$ cat config.mk
export PLATFORM = sky130hd
export DESIGN_NAME = pattern_pin_driver
export DESIGN_NICKNAME = d
export VERILOG_FILES = /design/src/rtl/pgd_pkg.sv /design/src/rtl/pgd_sequencer.sv /design/src/rtl/pgd_pin_drive.sv /design/src/rtl/pattern_pin_driver.sv
export SDC_FILE = /design/constraint.sdc
export NUM_CORES = 1
export LEC_CHECK = 0
export BUFFER_PORTS_ARGS = -buffer_cell sky130_fd_sc_hd__buf_2
export CORE_MARGIN = 8
export CORE_UTILIZATION = 43
export CTS_CLUSTER_SIZE = 25
export DETAILED_ROUTE_END_ITERATION = 8
export GPL_ROUTABILITY_DRIVEN = 0
export HOLD_SLACK_MARGIN = 0.06
export PLACE_DENSITY_LB_ADDON = 0.12
export SLEW_MARGIN = 20
export SYNTH_ARGS = -nofsm -noshare
export SYNTH_HDL_FRONTEND = slang
export SYNTH_SLANG_ARGS = --single-unit
$ cat constraint.sdc
create_clock -name clk -period 2.4 [get_ports clk]
set_input_delay 0 -clock clk [delete_from_list [all_inputs] [get_ports clk]]
set_output_delay 0 -clock clk [all_outputs]
set_load 0.01 [all_outputs]
$ cat src/rtl/pgd_pkg.sv
package pgd_pkg;
    typedef enum logic [1:0] {
        ST_IDLE    = 2'd0,
        ST_STARVED = 2'd1,
        ST_PLAY    = 2'd2
    } pgd_state_e;
endpackage

$ cat src/rtl/pgd_sequencer.sv
module pgd_sequencer
    import pgd_pkg::*;
#(
    parameter int PIN_W = 16,
    parameter int DIV_W = 16
) (
    input  logic             clk,
    input  logic             rst_n,
    input  logic             start_i,
    input  logic             pat_valid_i,
    input  logic [PIN_W-1:0] pat_data_i,
    output logic             pat_ready_o,
    input  logic [DIV_W-1:0] div_i,
    output logic [PIN_W-1:0] word_o
);
    pgd_state_e       state_q, state_d;
    logic [DIV_W-1:0] cnt_q;
    logic [PIN_W-1:0] word_q;
    logic             hold_done;
    logic             accept;

    assign hold_done = (cnt_q >= div_i);
    assign accept    = pat_ready_o;
    assign word_o    = word_q;

    // next-state and ready
    always_comb begin
        state_d     = state_q;
        pat_ready_o = 1'b0;
        unique case (state_q)
            ST_IDLE: begin
                if (start_i) state_d = ST_STARVED;
            end
            ST_STARVED: begin
                pat_ready_o = pat_valid_i;
                if (pat_valid_i) state_d = ST_PLAY;
            end
            ST_PLAY: begin
                pat_ready_o = pat_valid_i & hold_done;
                if (hold_done && !pat_valid_i) state_d = ST_STARVED;
            end
            default: state_d = ST_IDLE;
        endcase
    end

    // state register
    always_ff @(posedge clk or negedge rst_n) begin
        if (!rst_n) state_q <= ST_IDLE;
        else        state_q <= state_d;
    end

    // hold counter and word register
    always_ff @(posedge clk or negedge rst_n) begin
        if (!rst_n) begin
            cnt_q  <= '0;
            word_q <= '0;
        end else if (accept) begin
            cnt_q  <= '0;
            word_q <= pat_data_i;
        end else if (state_q == ST_PLAY && !hold_done) begin
            cnt_q  <= cnt_q + 1'b1;
        end
    end


    idle_no_ready_chk: assert property (@(posedge clk) disable iff (!rst_n)
        (state_q == ST_IDLE) |-> !pat_ready_o);

    load_word_chk: assert property (@(posedge clk) disable iff (!rst_n)
        accept |=> (word_q == $past(pat_data_i)));

    hold_word_chk: assert property (@(posedge clk) disable iff (!rst_n)
        !accept |=> $stable(word_q));

    ready_needs_valid_chk: assert property (@(posedge clk) disable iff (!rst_n)
        pat_ready_o |-> pat_valid_i);
endmodule

$ cat src/rtl/pgd_pin_drive.sv
module pgd_pin_drive #(
    parameter int PIN_W = 16
) (
    input  logic             clk,
    input  logic             rst_n,
    input  logic [PIN_W-1:0] word_i,
    input  logic [PIN_W-1:0] dir_mask_i,
    input  logic [PIN_W-1:0] ovr_mask_i,
    input  logic [PIN_W-1:0] ovr_data_i,
    input  logic             open_drain_i,
    output logic [PIN_W-1:0] pin_val_o,
    output logic [PIN_W-1:0] pin_oe_o
);
    for (genvar b = 0; b < PIN_W; b++) begin : g_pin
        logic src;
        assign src          = ovr_mask_i[b] ? ovr_data_i[b] : word_i[b];
        assign pin_val_o[b] = open_drain_i ? 1'b0 : src;
        assign pin_oe_o[b]  = ~dir_mask_i[b] & (~open_drain_i | ~src);
    end


    input_pin_off_chk: assert property (@(posedge clk) disable iff (!rst_n)
        (pin_oe_o & dir_mask_i) == '0);

    od_release_chk: assert property (@(posedge clk) disable iff (!rst_n)
        open_drain_i |-> ((pin_oe_o & ~ovr_mask_i & word_i) == '0));

    override_val_chk: assert property (@(posedge clk) disable iff (!rst_n)
        !open_drain_i |-> ((pin_val_o & ovr_mask_i) == (ovr_data_i & ovr_mask_i)));
endmodule

$ cat src/rtl/pattern_pin_driver.sv
module pattern_pin_driver #(
    parameter int PIN_W = 16,
    parameter int DIV_W = 16
) (
    input  logic             clk,
    input  logic             rst_n,
    input  logic             start_i,
    input  logic             pat_valid_i,
    input  logic [PIN_W-1:0] pat_data_i,
    output logic             pat_ready_o,
    input  logic [DIV_W-1:0] div_i,
    input  logic [PIN_W-1:0] dir_mask_i,
    input  logic [PIN_W-1:0] ovr_mask_i,
    input  logic [PIN_W-1:0] ovr_data_i,
    input  logic             open_drain_i,
    output logic [PIN_W-1:0] pin_val_o,
    output logic [PIN_W-1:0] pin_oe_o
);
    logic [PIN_W-1:0] word;

    pgd_sequencer #(.PIN_W(PIN_W), .DIV_W(DIV_W)) u_seq (
        .clk         (clk),
        .rst_n       (rst_n),
        .start_i     (start_i),
        .pat_valid_i (pat_valid_i),
        .pat_data_i  (pat_data_i),
        .pat_ready_o (pat_ready_o),
        .div_i       (div_i),
        .word_o      (word)
    );

    pgd_pin_drive #(.PIN_W(PIN_W)) u_drv (
        .clk          (clk),
        .rst_n        (rst_n),
        .word_i       (word),
        .dir_mask_i   (dir_mask_i),
        .ovr_mask_i   (ovr_mask_i),
        .ovr_data_i   (ovr_data_i),
        .open_drain_i (open_drain_i),
        .pin_val_o    (pin_val_o),
        .pin_oe_o     (pin_oe_o)
    );
endmodule

Word-level counts from Yosys, hierarchy flattened --
Cells that the tools add are included.
Word-level totals: bits in registers 34, input bits 85, output and inout bits 33, logic and storage cells 122
Operators by class: $add $sub $neg 1, magnitude comparators 1, eq/ne operators 5, mux-type cells 39, bitwise operators 66, reduce and logical (&&, ||, !) cells 7
Operators by type and width (count):
- inverter 1 bit | 33
- 2-to-1 mux 1 bit | 32
- 2-to-1 mux 16 bit | 2
- AND 1 bit | 17
- adder 16 x 1 -> 16 bit (second input constant) | 1
- >= comparator 16 bit | 1
- bitwise OR 1 bit | 16
- 2-to-1 mux 2 bit | 3
- one-hot mux 2 bit (3 select lines) | 1
- inequality test 2 bit (second input constant) | 2
- AND reduction 3 bit | 1
- equality test 2 x 1 -> 1 bit (second input constant) | 1
- equality test 2 bit (second input constant) | 1
- logical AND 1 bit | 2
- logical NOT 1 bit | 2
- logical NOT 2 bit | 1
- inequality test 2 x 1 -> 1 bit (second input constant) | 1
- one-hot mux 1 bit (2 select lines) | 1
- nonzero test 2 bit | 1

Logic depth before layout (Yosys ltp) --
depth in word-level cells 5, mapped depth 11, gate-level depth less buffers 9

By module --
From an unflattened synthesis, not the netlist that was laid out.
Second synthesis, totals: cell total of the unflattened synthesis 252, area total of the unflattened synthesis 2473.6 um2
Modules (own cells, without submodules):
- pgd_sequencer | instances 1, cells each 200, area an instance 2052.0 um2, seq. area each 850.8 um2
- pgd_pin_drive | instances 1, cells each 52, area an instance 421.7 um2, seq. area each 0.0 um2

Worst setup path before layout --
OpenSTA, ideal clock, no wires.
path type register to register, start reg u_seq.cnt_q[13], end reg u_seq.word_q[10], in the netlist u_seq.word_o[10], setup time 125 ps, data arrival time 2173 ps, data required time 2275 ps, slack 102 ps, stages on the path, launching flop included 10, path buffers 1, clock period less this slack 2298 ps, cells stage by stage dfrtp_1 -> ha_1 -> nand4_1 -> nor2_2 -> o2111ai_4 -> o21ai_2 -> o2111ai_2 -> inv_4 -> buf_8 -> mux2_4
On the way: word-level cells in the longest chain between the ends 3
Ends and longest elaborated chain:
- start: declaration | line pgd_sequencer.sv:17 | logic [DIV_W-1:0] cnt_q;
- start signal: assignment | line pgd_sequencer.sv:61 | cnt_q <= cnt_q + 1'b1;
- >= comparator 16 bit | line pgd_sequencer.sv:22 | assign hold_done = (cnt_q >= div_i);
- AND 1 bit | line pgd_sequencer.sv:39 | pat_ready_o = pat_valid_i & hold_done;
- one-hot mux 1 bit (2 select lines) | line pgd_sequencer.sv:30 | unique case (state_q)
- end signal: assignment | line pgd_sequencer.sv:59 | word_q <= pat_data_i;
- end: declaration | line pgd_sequencer.sv:18 | logic [PIN_W-1:0] word_q;
Every way passes these cells. A chain may end at the register's enable or synchronous reset.

Worst setup path in the final report --
start reg u_seq.cnt_q[13], end reg u_seq.word_q[12], in the netlist u_seq.word_o[12]
The elaborated chain is that of the path after synthesis.

==> impl_metrics.py <==
metrics = {
    "outcome": {
        "outcome": "finished with violations",
        "violations": "negative setup slack",
    },
    "min_path": {
        "hp-start": "dir_mask_i[1]",
        "min_delay_worst_endpoint": "pin_oe_o[1]",
        "hold_path.class": "input pin to output port",
        "min_path_cells": 3,
    },
    "yosys": {
        "syn-cell-area_um2": 2570,
        "ys.flop_type": "dfrtp_1",
        "synth_xor_area_frac": 0.0204,
        "yosysWarnings": 0,
        "synth_top_cell_area_share": 0.330,
        "muxShareOfSynthArea": 0.149,
        "synth_top_family_by_area": "simple AND/OR/NAND/NOR gates",
        "synthAdderAreaFrac": 0.0972,
        "synthDistinctLibCells": 53,
        "ys_seq_area_frac": 0.330,
        "synth_compound_area_frac": 0.148,
        "synthSimpleGateAreaFrac": 0.203,
        "async_reset_ff_frac": 1.00,
        "yosysTopAreaCell": "dfrtp_1",
        "synth_edf_count": 0,
        "syn-instance-count": 268,
        "synth-seq-cells": 34,
        "synth_area_leaders": "dfrtp_1 33%, ha_1 9.7%, mux2i_1 5.8%",
        "synth_nets": 373,
        "synth_common_cells": "37 x nor2_1, 34 x dfrtp_1, 22 x inv_1",
        "syn_area_per_cell_um2": 9.61,
        "yosysMostFrequentCell": "nor2_1",
    },
    "clock_tree": {
        "cts_buffers": 5,
        "h-tree-depth": 2,
        "clk_path_buf_depth": 2,
        "clk_latency_ns": 0.28,
        "clock_sinks": 34,
        "path_clk_slew_ns": 0.07,
        "cts_root_buf": "clkbuf_8",
        "cts_tree": "built",
    },
    "critical_path": {
        "timing.rr.end": "u_seq.word_o[12]$_DFFE_PN0P_",
        "reg2regPathDepth": 9,
        "path_class": "flop to flop",
        "startpoint_type": "flop",
        "r2r_start": "u_seq.cnt_q[13]$_DFFE_PN0P_",
        "endpoint_kind": "flop",
        "r2r_slack_ns": -0.009,
        "arrival_ns": 2.58,
        "crit_fanout": 6,
        "critPathRequiredTime_ns": 2.57,
    },
    "die": {
        "ios": 118,
        "start_util": 0.440,
        "fp.coreArea_um2": 5850,
        "fp.dieW_um": 93.4,
        "row_count": 28,
        "dieArea_um2": 8720,
        "die_h_um": 93.4,
    },
    "global_routing": {
        "grt_pass1_wl_um": 12000,
        "grt-ovfl-total": 0,
        "antenna_found_initial": 0,
        "grt_usage": 0.166,
        "grt_start_max_net_pins": 35,
        "grt_pass1_vias": 2676,
    },
    "timing": {
        "tightest_slew_ns": 0.770,
        "max_freq_mhz": 415,
        "relSlewSlack": 0.487,
        "fin_ws_ns": -0.00919,
        "hold_violations": 0,
        "fin_skew_ns": 0.00444,
        "maxSlewViolCount": 0,
        "fin_crit_sh": 1.00,
        "finalSetupViolCount": 8,
        "rsz0062_at_grt": "yes",
        "min_period_ns": 2.41,
    },
    "route": {
        "routedWlPerCell_um": 14.8,
        "drt_wl_total_um": 7540,
        "vias": 2559,
        "drt_iter0_markers": 69,
        "final_antenna_net_count": 0,
        "viasPerCell": 5.02,
        "dr.pass1.iters": 5,
        "drcViolationCount": 0,
    },
    "pwr": {
        "p_per_area_nw_per_um2": 871,
        "p_int_w": 0.00224,
        "clkPwrFrac": 0.184,
        "switching_share": 0.349,
        "leakagePower_nw": 2.01,
        "share_seq_of_total_power": 0.293,
        "vdd_drop_max_v": 0.000571,
        "power_switching_w": 0.00120,
        "pwr-share-comb": 0.523,
    },
    "place": {
        "placed_area_um2": 3340,
        "dp_slack_ns": 0.0170,
        "hpwl_um": 5680,
        "io_buffers": 117,
    },
    "run": {
        "drv_cap": 0,
    },
    "layout": {
        "regArea_um2": 851,
        "nFillCells": 479,
        "area_delta_synth_final_pct": 53.6,
        "multiInputGateArea_um2": 1720,
        "diodes": 0,
        "final_nets": 539,
        "design_area_um2": 3960,
        "layout-drive-gt1-share": 0.462,
    },
}
[per-stage QoR]
| step | util | hold slack, ns | cells | total power (W) | setup TNS (ns) |
|---|---|---|---|---|---|
| after floorplan | - | -0.296 | 268 | 0.00196 | 0 |
| after global placement | 0.571 | 0.130 | 471 | 0.00240 | 0 |
| after detailed placement | 0.571 | 0.137 | 471 | 0.00245 | 0 |
| after CTS | 0.641 | 0.221 | 501 | 0.00320 | 0 |
| after global routing | 0.676 | 0.237 | 510 | 0.00370 | -1.87 |
| final | 0.676 | 0.229 | 510 | 0.00344 | -0.0280 |
[power by group through the flow]
stage | clock network (W) | registers [W] | logic (W)
after floorplan | 0 | 0.000964 | 0.000996
after detailed placement | 0 | 0.00101 | 0.00144
final | 0.000633 | 0.00101 | 0.00180
after global placement | 0 | 0.00100 | 0.00140
after CTS | 0.000644 | 0.000996 | 0.00156
after global routing | 0.000676 | 0.00104 | 0.00198
[final cells by class]
| class | count | share of cell area |
|---|---|---|
| inverters | 23 | 0.0253 |
| clock inverters | 3 | 0.0174 |
| repair buffers | 166 | 0.266 |
| flip-flops and latches | 34 | 0.215 |
| clock buffers | 5 | 0.0174 |
| multi-input cells | 204 | 0.435 |
| well taps | 75 | 0.0237 |
[layer usage]
metal  routed length, µm  track usage
met5                   0            0
met4                  37       0.0349
met3                 454       0.0409
met2                4190        0.309
met1                2860        0.184
[cells in the final DEF (no fill, tap or decap), types with 4 or more instances in the layout]
master         synthesis  routed
xnor2_1                5       5
dfrtp_1               34      34
o21ai_0                7       7
nand2_1                5       5
ha_1                  20      18
o31ai_1                5       5
a21oi_2                0       5
buf_4                  0      25
mux2_4                 8      15
nand3_1                7       7
nor2b_1               16      16
and2_1                 5       5
clkbuf_8               0       5
nor2_1                37      37
buf_2                  1     116
buf_6                  1       4
inv_1                 22      21
dlygate4sd3_1          0      18
a21oi_1               14       9
mux2i_1               15      15
[worst max path at each step]
stage	startpoint	end	slack (ns)	cells after the start
global placement	u_seq.cnt_q[0]$_DFFE_PN0P_	u_seq.cnt_q[15]$_DFFE_PN0P_	0.08	8
CTS	u_seq.cnt_q[15]$_DFFE_PN0P_	pat_ready_o	0.008	9
floorplan	u_seq.cnt_q[13]$_DFFE_PN0P_	u_seq.word_o[10]$_DFFE_PN0P_	0.10	9
global route	u_seq.cnt_q[13]$_DFFE_PN0P_	u_seq.state_q[1]$_DFFE_PN0P_	-0.11	8
finish	u_seq.cnt_q[13]$_DFFE_PN0P_	u_seq.word_o[12]$_DFFE_PN0P_	-0.009	9
detailed placement	u_seq.cnt_q[0]$_DFFE_PN0P_	u_seq.cnt_q[13]$_DFFE_PN0P_	0.02	8
[flip-flops by register name, indices dropped and copies added, names as in the netlist]
signal         cells
u_seq.cnt_q       16
u_seq.word_o      16
u_seq.state_q      2
[cells by family after synthesis]
| group | after synthesis |
|---|---|
| XOR/XNOR | 6 |
| adder cells (fa/ha/maj) | 20 |
| AND/OR/NAND/NOR | 97 |
| AO/OA/AOI/OAI | 48 |
| flip-flops | 34 |
| multiplexers | 33 |
| buffers and inverters | 30 |
[critical path, cell delays in order (launching register included)]
cell       delay (ns)
dfrtp_1          0.41
ha_4             0.28
nand4_1          0.23
nor2_2           0.23
o2111ai_4        0.17
o21ai_2          0.18
o2111ai_2        0.11
bufinv_8         0.25
buf_12           0.13
mux2_4           0.29
[what timing repair did]
item / in CTS / in global routing
hold buffers: 18 / 0
setup buffers: 4 / 9
gates resized for setup: 4 / 28
endpoints found under the setup margin: 1 / 29
pin swaps: 3 / 12
hold endpoints to repair: 51 / 0
Note: power is estimated with default switching activity, not from simulation.
